## src/rtl/nec_pkg.sv

```systemverilog
package nec_pkg;
  // byte offsets of the register map
  localparam int OFS_CTRL = 'h00;
  localparam int OFS_PAR  = 'h08;
  localparam int OFS_STAT = 'h14;
  localparam int OFS_MASK = 'h18;
  localparam int OFS_RPT  = 'h1C;
  // control bits
  localparam int CB_EN   = 0;
  localparam int CB_RST  = 1;
  localparam int CB_RS   = 2;
  localparam int CB_ENC  = 3;
  localparam int CB_PRDY = 4;
  // status layout
  localparam int FLAG_W  = 5;
  localparam int CNT_W   = 3;
  localparam int CNT_LSB = 29;

  typedef struct packed {
    logic pad;
    logic dec;
    logic enc;
    logic unc;
    logic err;
  } nec_flags_t;
endpackage

```

## src/rtl/nec_ctrl.sv

```systemverilog
module nec_ctrl (
  input  logic       clk,
  input  logic       rst,
  input  logic       wr,
  input  logic [4:0] wbits,
  output logic       en,
  output logic       rs,
  output logic       enc,
  output logic       rst_pulse,
  output logic       start_pulse,
  output logic       prdy_pulse,
  output logic [4:0] rd_bits
);
  import nec_pkg::*;

  always_ff @(posedge clk) begin
    if (rst) begin
      en          <= 1'b0;
      rs          <= 1'b0;
      enc         <= 1'b0;
      rst_pulse   <= 1'b0;
      start_pulse <= 1'b0;
      prdy_pulse  <= 1'b0;
    end else begin
      rst_pulse   <= 1'b0;
      start_pulse <= 1'b0;
      prdy_pulse  <= 1'b0;
      if (wr) begin
        en          <= wbits[CB_EN];
        rs          <= wbits[CB_RS];
        enc         <= wbits[CB_ENC];
        rst_pulse   <= wbits[CB_RST];
        start_pulse <= wbits[CB_EN] && (wbits[CB_RST] || !en);
        prdy_pulse  <= wbits[CB_PRDY] && wbits[CB_EN] && !wbits[CB_ENC];
      end
    end
  end

  // self-clearing bits read as zero
  always_comb begin
    rd_bits         = '0;
    rd_bits[CB_EN]  = en;
    rd_bits[CB_RS]  = rs;
    rd_bits[CB_ENC] = enc;
  end
endmodule

```

## src/rtl/nec_status.sv

```systemverilog
module nec_status (
  input  logic        clk,
  input  logic        rst,
  input  logic        clr,
  input  logic        active,
  input  logic        wr,
  input  logic        be_lo,
  input  logic        be_hi,
  input  logic [4:0]  wflags,
  input  logic [2:0]  wcnt,
  input  logic        ev_enc,
  input  logic        ev_dec,
  input  logic        ev_pad,
  input  logic        ev_err,
  input  logic        ev_unc,
  input  logic [2:0]  ev_cnt,
  input  logic        mask_wr,
  input  logic [4:0]  mask_wdata,
  output logic [31:0] stat_word,
  output logic [31:0] mask_word,
  output logic        irq
);
  import nec_pkg::*;

  nec_flags_t           flags_q, flags_d;
  logic [CNT_W-1:0]     cnt_q, cnt_d;
  logic [FLAG_W-1:0]    mask_q;

  always_comb begin
    flags_d = flags_q;
    cnt_d   = cnt_q;
    if (wr && be_lo) flags_d = nec_flags_t'(flags_q & wflags);
    if (wr && be_hi) cnt_d   = cnt_q & wcnt;
    if (active) begin
      if (ev_enc) flags_d.enc = 1'b1;
      if (ev_pad) flags_d.pad = 1'b1;
      if (ev_dec) begin
        flags_d.dec = 1'b1;
        if (ev_err || ev_unc) flags_d.err = 1'b1;
        if (ev_unc) flags_d.unc = 1'b1;
        if (ev_err) cnt_d = ev_cnt;
      end
    end
  end

  always_ff @(posedge clk) begin
    if (rst || clr) begin
      flags_q <= '0;
      cnt_q   <= '0;
    end else begin
      flags_q <= flags_d;
      cnt_q   <= cnt_d;
    end
  end

  always_ff @(posedge clk) begin
    if (rst) begin
      mask_q <= '0;
      irq    <= 1'b0;
    end else begin
      if (mask_wr) mask_q <= mask_wdata;
      irq <= |(flags_q & mask_q);
    end
  end

  always_comb begin
    stat_word = '0;
    stat_word[FLAG_W-1:0] = flags_q;
    stat_word[CNT_LSB +: CNT_W] = cnt_q;
    mask_word = '0;
    mask_word[FLAG_W-1:0] = mask_q;
  end
endmodule

```

## src/rtl/nec_parity.sv

```systemverilog
module nec_parity #(
  parameter int PAR_BYTES = 9,
  parameter int PAR_BASE  = 8,
  parameter int WA_W      = 6
) (
  input  logic                   clk,
  input  logic                   rst,
  input  logic                   clr,
  input  logic                   wr,
  input  logic [WA_W-1:0]        wr_word,
  input  logic [3:0]             be,
  input  logic [31:0]            wdata,
  input  logic                   load,
  input  logic [8*PAR_BYTES-1:0] load_data,
  input  logic [WA_W-1:0]        rd_word_addr,
  output logic [31:0]            rd_word,
  output logic [8*PAR_BYTES-1:0] par_out
);
  logic [7:0] pb [PAR_BYTES];

  always_ff @(posedge clk) begin
    if (rst || clr) begin
      for (int k = 0; k < PAR_BYTES; k++) pb[k] <= '0;
    end else if (load) begin
      for (int k = 0; k < PAR_BYTES; k++) pb[k] <= load_data[8*k +: 8];
    end else if (wr) begin
      for (int k = 0; k < PAR_BYTES; k++) begin
        if (wr_word == WA_W'((PAR_BASE + k) / 4) && be[(PAR_BASE + k) % 4])
          pb[k] <= wdata[8*((PAR_BASE + k) % 4) +: 8];
      end
    end
  end

  always_comb begin
    rd_word = '0;
    for (int k = 0; k < PAR_BYTES; k++) begin
      if (rd_word_addr == WA_W'((PAR_BASE + k) / 4))
        rd_word[8*((PAR_BASE + k) % 4) +: 8] = pb[k];
    end
  end

  for (genvar g = 0; g < PAR_BYTES; g++) begin : g_out
    assign par_out[8*g +: 8] = pb[g];
  end
endmodule

```

## src/rtl/nec_errlog.sv

```systemverilog
module nec_errlog #(
  parameter int SLOTS    = 4,
  parameter int IDX_W    = 2,
  parameter int RPT_BASE = 'h1C,
  parameter int WA_W     = 6
) (
  input  logic            clk,
  input  logic            rst,
  input  logic            we,
  input  logic [IDX_W-1:0] idx,
  input  logic [31:0]     data,
  input  logic [WA_W-1:0] rd_word_addr,
  output logic [31:0]     rd_word
);
  logic [31:0] slot [SLOTS];

  always_ff @(posedge clk) begin
    if (rst) begin
      for (int i = 0; i < SLOTS; i++) slot[i] <= '0;
    end else if (we) begin
      for (int i = 0; i < SLOTS; i++)
        if (idx == IDX_W'(i)) slot[i] <= data;
    end
  end

  always_comb begin
    rd_word = '0;
    for (int i = 0; i < SLOTS; i++)
      if (rd_word_addr == WA_W'(RPT_BASE / 4 + i)) rd_word = slot[i];
  end
endmodule

```

## src/rtl/nand_ecc_regs.sv

```systemverilog
module nand_ecc_regs #(
  parameter int ADDR_W    = 8,
  parameter int PAR_BYTES = 9,
  parameter int ERR_SLOTS = 4,
  parameter int RPT_IDX_W = (ERR_SLOTS > 1) ? $clog2(ERR_SLOTS) : 1
) (
  input  logic                   clk,
  input  logic                   rst,
  input  logic [ADDR_W-1:0]      bus_addr,
  input  logic                   bus_wr,
  input  logic                   bus_rd,
  input  logic [3:0]             bus_be,
  input  logic [31:0]            bus_wdata,
  output logic [31:0]            bus_rdata,
  output logic                   eng_enable,
  output logic                   eng_rs,
  output logic                   eng_encode,
  output logic                   eng_reset,
  output logic                   eng_start,
  output logic                   eng_par_ready,
  output logic [8*PAR_BYTES-1:0] eng_par_out,
  input  logic                   eng_enc_done,
  input  logic                   eng_dec_done,
  input  logic                   eng_pad_done,
  input  logic                   eng_err,
  input  logic                   eng_uncor,
  input  logic [2:0]             eng_err_cnt,
  input  logic [8*PAR_BYTES-1:0] eng_par_in,
  input  logic                   eng_rpt_we,
  input  logic [RPT_IDX_W-1:0]   eng_rpt_idx,
  input  logic [31:0]            eng_rpt_data,
  output logic                   irq
);
  import nec_pkg::*;

  localparam int WA_W = ADDR_W - 2;

  logic [WA_W-1:0] word;
  logic            hit_ctrl, hit_stat, hit_mask;
  logic            wr_ctrl, soft_clr, wr_stat, wr_mask;
  logic [4:0]      ctrl_bits;
  logic [31:0]     stat_word, mask_word, par_rd, rpt_rd;
  logic            unused_addr;

  assign word        = bus_addr[ADDR_W-1:2];
  assign unused_addr = ^bus_addr[1:0];
  assign hit_ctrl    = (word == WA_W'(OFS_CTRL / 4));
  assign hit_stat    = (word == WA_W'(OFS_STAT / 4));
  assign hit_mask    = (word == WA_W'(OFS_MASK / 4));
  assign wr_ctrl     = bus_wr && hit_ctrl && bus_be[0];
  assign soft_clr    = wr_ctrl && bus_wdata[CB_RST];
  assign wr_stat     = bus_wr && hit_stat;
  assign wr_mask     = bus_wr && hit_mask && bus_be[0];

  nec_ctrl ctrl_i (
    .clk(clk), .rst(rst), .wr(wr_ctrl), .wbits(bus_wdata[4:0]),
    .en(eng_enable), .rs(eng_rs), .enc(eng_encode),
    .rst_pulse(eng_reset), .start_pulse(eng_start), .prdy_pulse(eng_par_ready),
    .rd_bits(ctrl_bits)
  );

  nec_status stat_i (
    .clk(clk), .rst(rst), .clr(soft_clr), .active(eng_enable),
    .wr(wr_stat), .be_lo(bus_be[0]), .be_hi(bus_be[3]),
    .wflags(bus_wdata[4:0]), .wcnt(bus_wdata[31:29]),
    .ev_enc(eng_enc_done), .ev_dec(eng_dec_done), .ev_pad(eng_pad_done),
    .ev_err(eng_err), .ev_unc(eng_uncor), .ev_cnt(eng_err_cnt),
    .mask_wr(wr_mask), .mask_wdata(bus_wdata[4:0]),
    .stat_word(stat_word), .mask_word(mask_word), .irq(irq)
  );

  nec_parity #(.PAR_BYTES(PAR_BYTES), .PAR_BASE(OFS_PAR), .WA_W(WA_W)) par_i (
    .clk(clk), .rst(rst), .clr(soft_clr), .wr(bus_wr), .wr_word(word),
    .be(bus_be), .wdata(bus_wdata),
    .load(eng_enable && eng_enc_done), .load_data(eng_par_in),
    .rd_word_addr(word), .rd_word(par_rd), .par_out(eng_par_out)
  );

  nec_errlog #(.SLOTS(ERR_SLOTS), .IDX_W(RPT_IDX_W), .RPT_BASE(OFS_RPT), .WA_W(WA_W)) log_i (
    .clk(clk), .rst(rst), .we(eng_enable && eng_rpt_we), .idx(eng_rpt_idx),
    .data(eng_rpt_data), .rd_word_addr(word), .rd_word(rpt_rd)
  );

  always_ff @(posedge clk) begin
    if (rst) begin
      bus_rdata <= '0;
    end else if (bus_rd) begin
      bus_rdata <= (hit_ctrl ? {27'd0, ctrl_bits} : 32'd0)
                 | (hit_stat ? stat_word : 32'd0)
                 | (hit_mask ? mask_word : 32'd0)
                 | par_rd | rpt_rd;
    end
  end
endmodule

```

## config.mk

```make
export PLATFORM = sky130hd
export DESIGN_NAME = nand_ecc_regs
export DESIGN_NICKNAME = d
export VERILOG_FILES = /design/src/rtl/nec_pkg.sv /design/src/rtl/nec_ctrl.sv /design/src/rtl/nec_status.sv /design/src/rtl/nec_parity.sv /design/src/rtl/nec_errlog.sv /design/src/rtl/nand_ecc_regs.sv
export SDC_FILE = /design/constraint.sdc
export NUM_CORES = 1
export LEC_CHECK = 0
export BUFFER_PORTS_ARGS = -buffer_cell sky130_fd_sc_hd__buf_4
export CAP_MARGIN = 5
export CORE_ASPECT_RATIO = 0.8
export CORE_UTILIZATION = 40
export DETAILED_ROUTE_END_ITERATION = 10
export PLACE_DENSITY = 0.71
export SLEW_MARGIN = 20
export SYNTH_ARGS = -nofsm -noshare
export SYNTH_HDL_FRONTEND = slang
export SYNTH_HIERARCHICAL = 1
export SYNTH_SLANG_ARGS = --single-unit
```

## constraint.sdc

```tcl
create_clock -name clk -period 4.7 [get_ports clk]
set_input_delay 0.47 -clock clk [delete_from_list [all_inputs] [get_ports clk]]
set_output_delay 0.47 -clock clk [all_outputs]
set_load 0.01 [all_outputs]
```

==> impl_metrics.json <==
{
  "synthTopCellsByArea": "edfxtp_1 (48%), dfxtp_1 (8.3%), and2_1 (6.5%)",
  "track_usage": 0.213,
  "worstPathRequired_ns": 5.09,
  "initial_core_util": 0.411,
  "drt-pass1-iter-count": 5,
  "yosysWarnings": 6,
  "grt_max_degree": 73,
  "slew_headroom": 0.287,
  "tns_ns": 0,
  "clock-sinks": 252,
  "synth_top_area_cell": "edfxtp_1",
  "path_clk_slew_ns": 0.06,
  "critPathMaxFanout": 72,
  "crit_arrival_ns": 3.47,
  "async_flop_share": 0,
  "drt-initial-drc-count": 623,
  "skew_ns": 0.00692,
  "setup_violations": 0,
  "tightest_slew_ns": 1.07,
  "synth.distinct_cells": 55,
  "ys_seq_area_frac": 0.559,
  "synth.top_cell.area_share": 0.477,
  "ant_nets": 0,
  "total_power_mw": 4.94,
  "core_um2": 30700,
  "cts-root-buf": "clkbuf_16",
  "post_drt_wl_per_cell_um": 20.3,
  "switching_share": 0.228,
  "avgSynthCellArea_um2": 11.6,
  "combPwrFrac": 0.087,
  "grt_overflow": 0,
  "start_kind": "input pin",
  "power.share.clock": 0.404,
  "htree_levels": 1,
  "grt_pass1_wl_um": 53400,
  "grt_pass1_vias": 9119,
  "rsz0062_at_grt": "no",
  "clock_path_buffers": 3,
  "p_int_mw": 3.81,
  "rows": 57,
  "hold_viol_final": 0,
  "post-dp-hpwl_um": 24300,
  "maxCapViolations": 0,
  "synthCells": 1088,
  "numCtsBuffers": 26,
  "hold_path.class": "input pin to flop",
  "holdBufCountCts": 0,
  "die_y_um": 161,
  "p_leak_nw": 6.22,
  "status": "finished clean",
  "irDropWorstVdd_mv": 0.229,
  "die_area_um2": 32200,
  "period_needed_ns": 3.08,
  "ys_ff_latch": 252,
  "finalWirelength_um": 35500,
  "num-nets-final": 1481,
  "syn-cell-area_um2": 12600,
  "areaGrowthSynthToFinish_pct": 22.8,
  "die_w_um": 200,
  "antenna_found_initial": 0,
  "drive_above_1_share": 0.295,
  "slew_viol_final": 0,
  "post_cts_buffers": 0,
  "via_count": 9246,
  "finalCoreUtilization": 0.504,
  "p_sw_mw": 1.12,
  "drc": 0,
  "post_cts_resized": 0,
  "io_pins": 274,
  "port_buffers": 271,
  "clk_latency_ns": 0.52,
  "ys.flop_type": "edfxtp_1",
  "synth_edf_count": 200,
  "diodes": 0,
  "timing.fmax_mhz": 324,
  "critical_path_class": "input pin to flop",
  "vias_per_cell": 5.29,
  "power_density_nw_per_um2": 319,
  "place_congestion": 0.797,
  "cts_tree": "built",
  "period_share": 0.656,
  "endpoint_kind": "flop",
  "p_seq_frac": 0.509
}
[worst max-delay path, cell delays in order]
cell,delay [ns]
buf_4,0.40
nor3_1,0.21
and4_1,0.36
and2_1,0.25
or3_1,0.55
a2111oi_4,0.24
buf_4,0.67
a22o_2,0.26
[flip-flops by register name, summed over array words and instances, names as in the netlist]
signal and flops:
stat_i/irq 1, par_i/pb 72, ctrl_i/rst_pulse 1, stat_i/cnt_q 3
ctrl_i/prdy_pulse 1, log_i/slot 128, ctrl_i/enc 1, stat_i/stat_word 5
ctrl_i/en 1, ctrl_i/rs 1, ctrl_i/start_pulse 1, bus_rdata 32
stat_i/mask_q 5
[logic make-up after synthesis]
group | after synthesis | synth area share
AND/OR/NAND/NOR | 408 | 0.187
other | 2 | 0.000596
buffers and inverters | 137 | 0.0677
flip-flops | 252 | 0.559
multiplexers | 39 | 0.0310
AO/OA/AOI/OAI | 250 | 0.154
[cells in the mapped netlist (all sizes together), types with 2 or more instances]
library cell	number
edfxtp	200
and2	131
nor2	99
buf	88
a22o	72
nand3	61
dfxtp	52
clkbuf	46
nand2	43
o21ai	43
mux2i	39
o21bai	33
a2bb2oi	30
nor3b	29
a31oi	28
nor3	11
and3b	10
a21oi	9
a21o	8
o2bb2ai	8
a41oi	5
o22ai	5
a31o	4
inv	3
nand2b	3
nand3b	3
nor2b	3
nor4b	3
and3	2
and4	2
conb	2
o31ai	2
or4b	2
[final timing paths]
path                                 startpoint                end  slack, ns  cells after the start
worst min register to register  stat_i/cnt_q[0]      bus_rdata[29]       0.48                      2
worst min-delay path               bus_wdata[3]  ctrl_i/prdy_pulse       0.20                      2
worst max-delay path                bus_addr[2]    par_i/pb[0][26]       1.62                      8
worst max register to register        ctrl_i/en    par_i/pb[0][26]       2.20                      5
[routing by layer]
| layer | vias to the layer above | routed length, um | GRT usage | part of all wire |
|---|---|---|---|---|
| li1 | 4364 | - | - | - |
| met1 | 4533 | 15600 | 0.288 | 0.44 |
| met2 | 311 | 17400 | 0.368 | 0.49 |
| met3 | 38 | 1980 | 0.0315 | 0.056 |
| met4 | 0 | 551 | 0.0382 | 0.016 |
| met5 | - | 0 | 0 | 0 |
[area by class of cell]
class	count	area [um2]
fillers	2723	15200
flip-flops and latches	252	7050
multi-input cells	750	4940
repair buffers	285	2140
clock buffers	32	724
well taps	413	517
clock inverters	14	92.6
inverters	3	11.3
[power groups by stage]
stage | clock (mW) | sequential (mW) | combinational (mW)
after floorplan | 0 | 2.57 | 0.196
final | 1.99 | 2.51 | 0.432
after CTS | 2.02 | 2.51 | 0.434
after global placement | 0 | 2.56 | 0.427
after global routing | 2.10 | 2.52 | 0.463
after detailed placement | 0 | 2.56 | 0.433
[layout by cell type, fill, tap and decap left out, drive strengths merged, types with 5 or more instances in the layout]
cell type / n
a21o: 8
a21oi: 9
a22o: 72
a2bb2oi: 30
a31oi: 28
a41oi: 5
and2: 131
and3b: 10
buf: 285
clkbuf: 32
clkinv: 12
conb: 53
dfxtp: 52
edfxtp: 200
mux2i: 39
nand2: 43
nand3: 61
nor2: 99
nor3: 11
nor3b: 29
o21ai: 43
o21bai: 33
o22ai: 5
o2bb2ai: 8
[stage by stage]
stage	area (um2)	instances	setup slack, ns	hold WS, ns
6_report	15500	1749	1.62	0.202
5_1_grt	15500	1749	1.44	0.197
4_1_cts	15500	1749	1.65	0.189
3_5_place_dp	14700	1703	1.09	0.474
3_3_place_gp	14700	1703	1.16	0.467
2_1_floorplan	12800	1139	2.08	0.454
(Power assumes the default switching activity.)
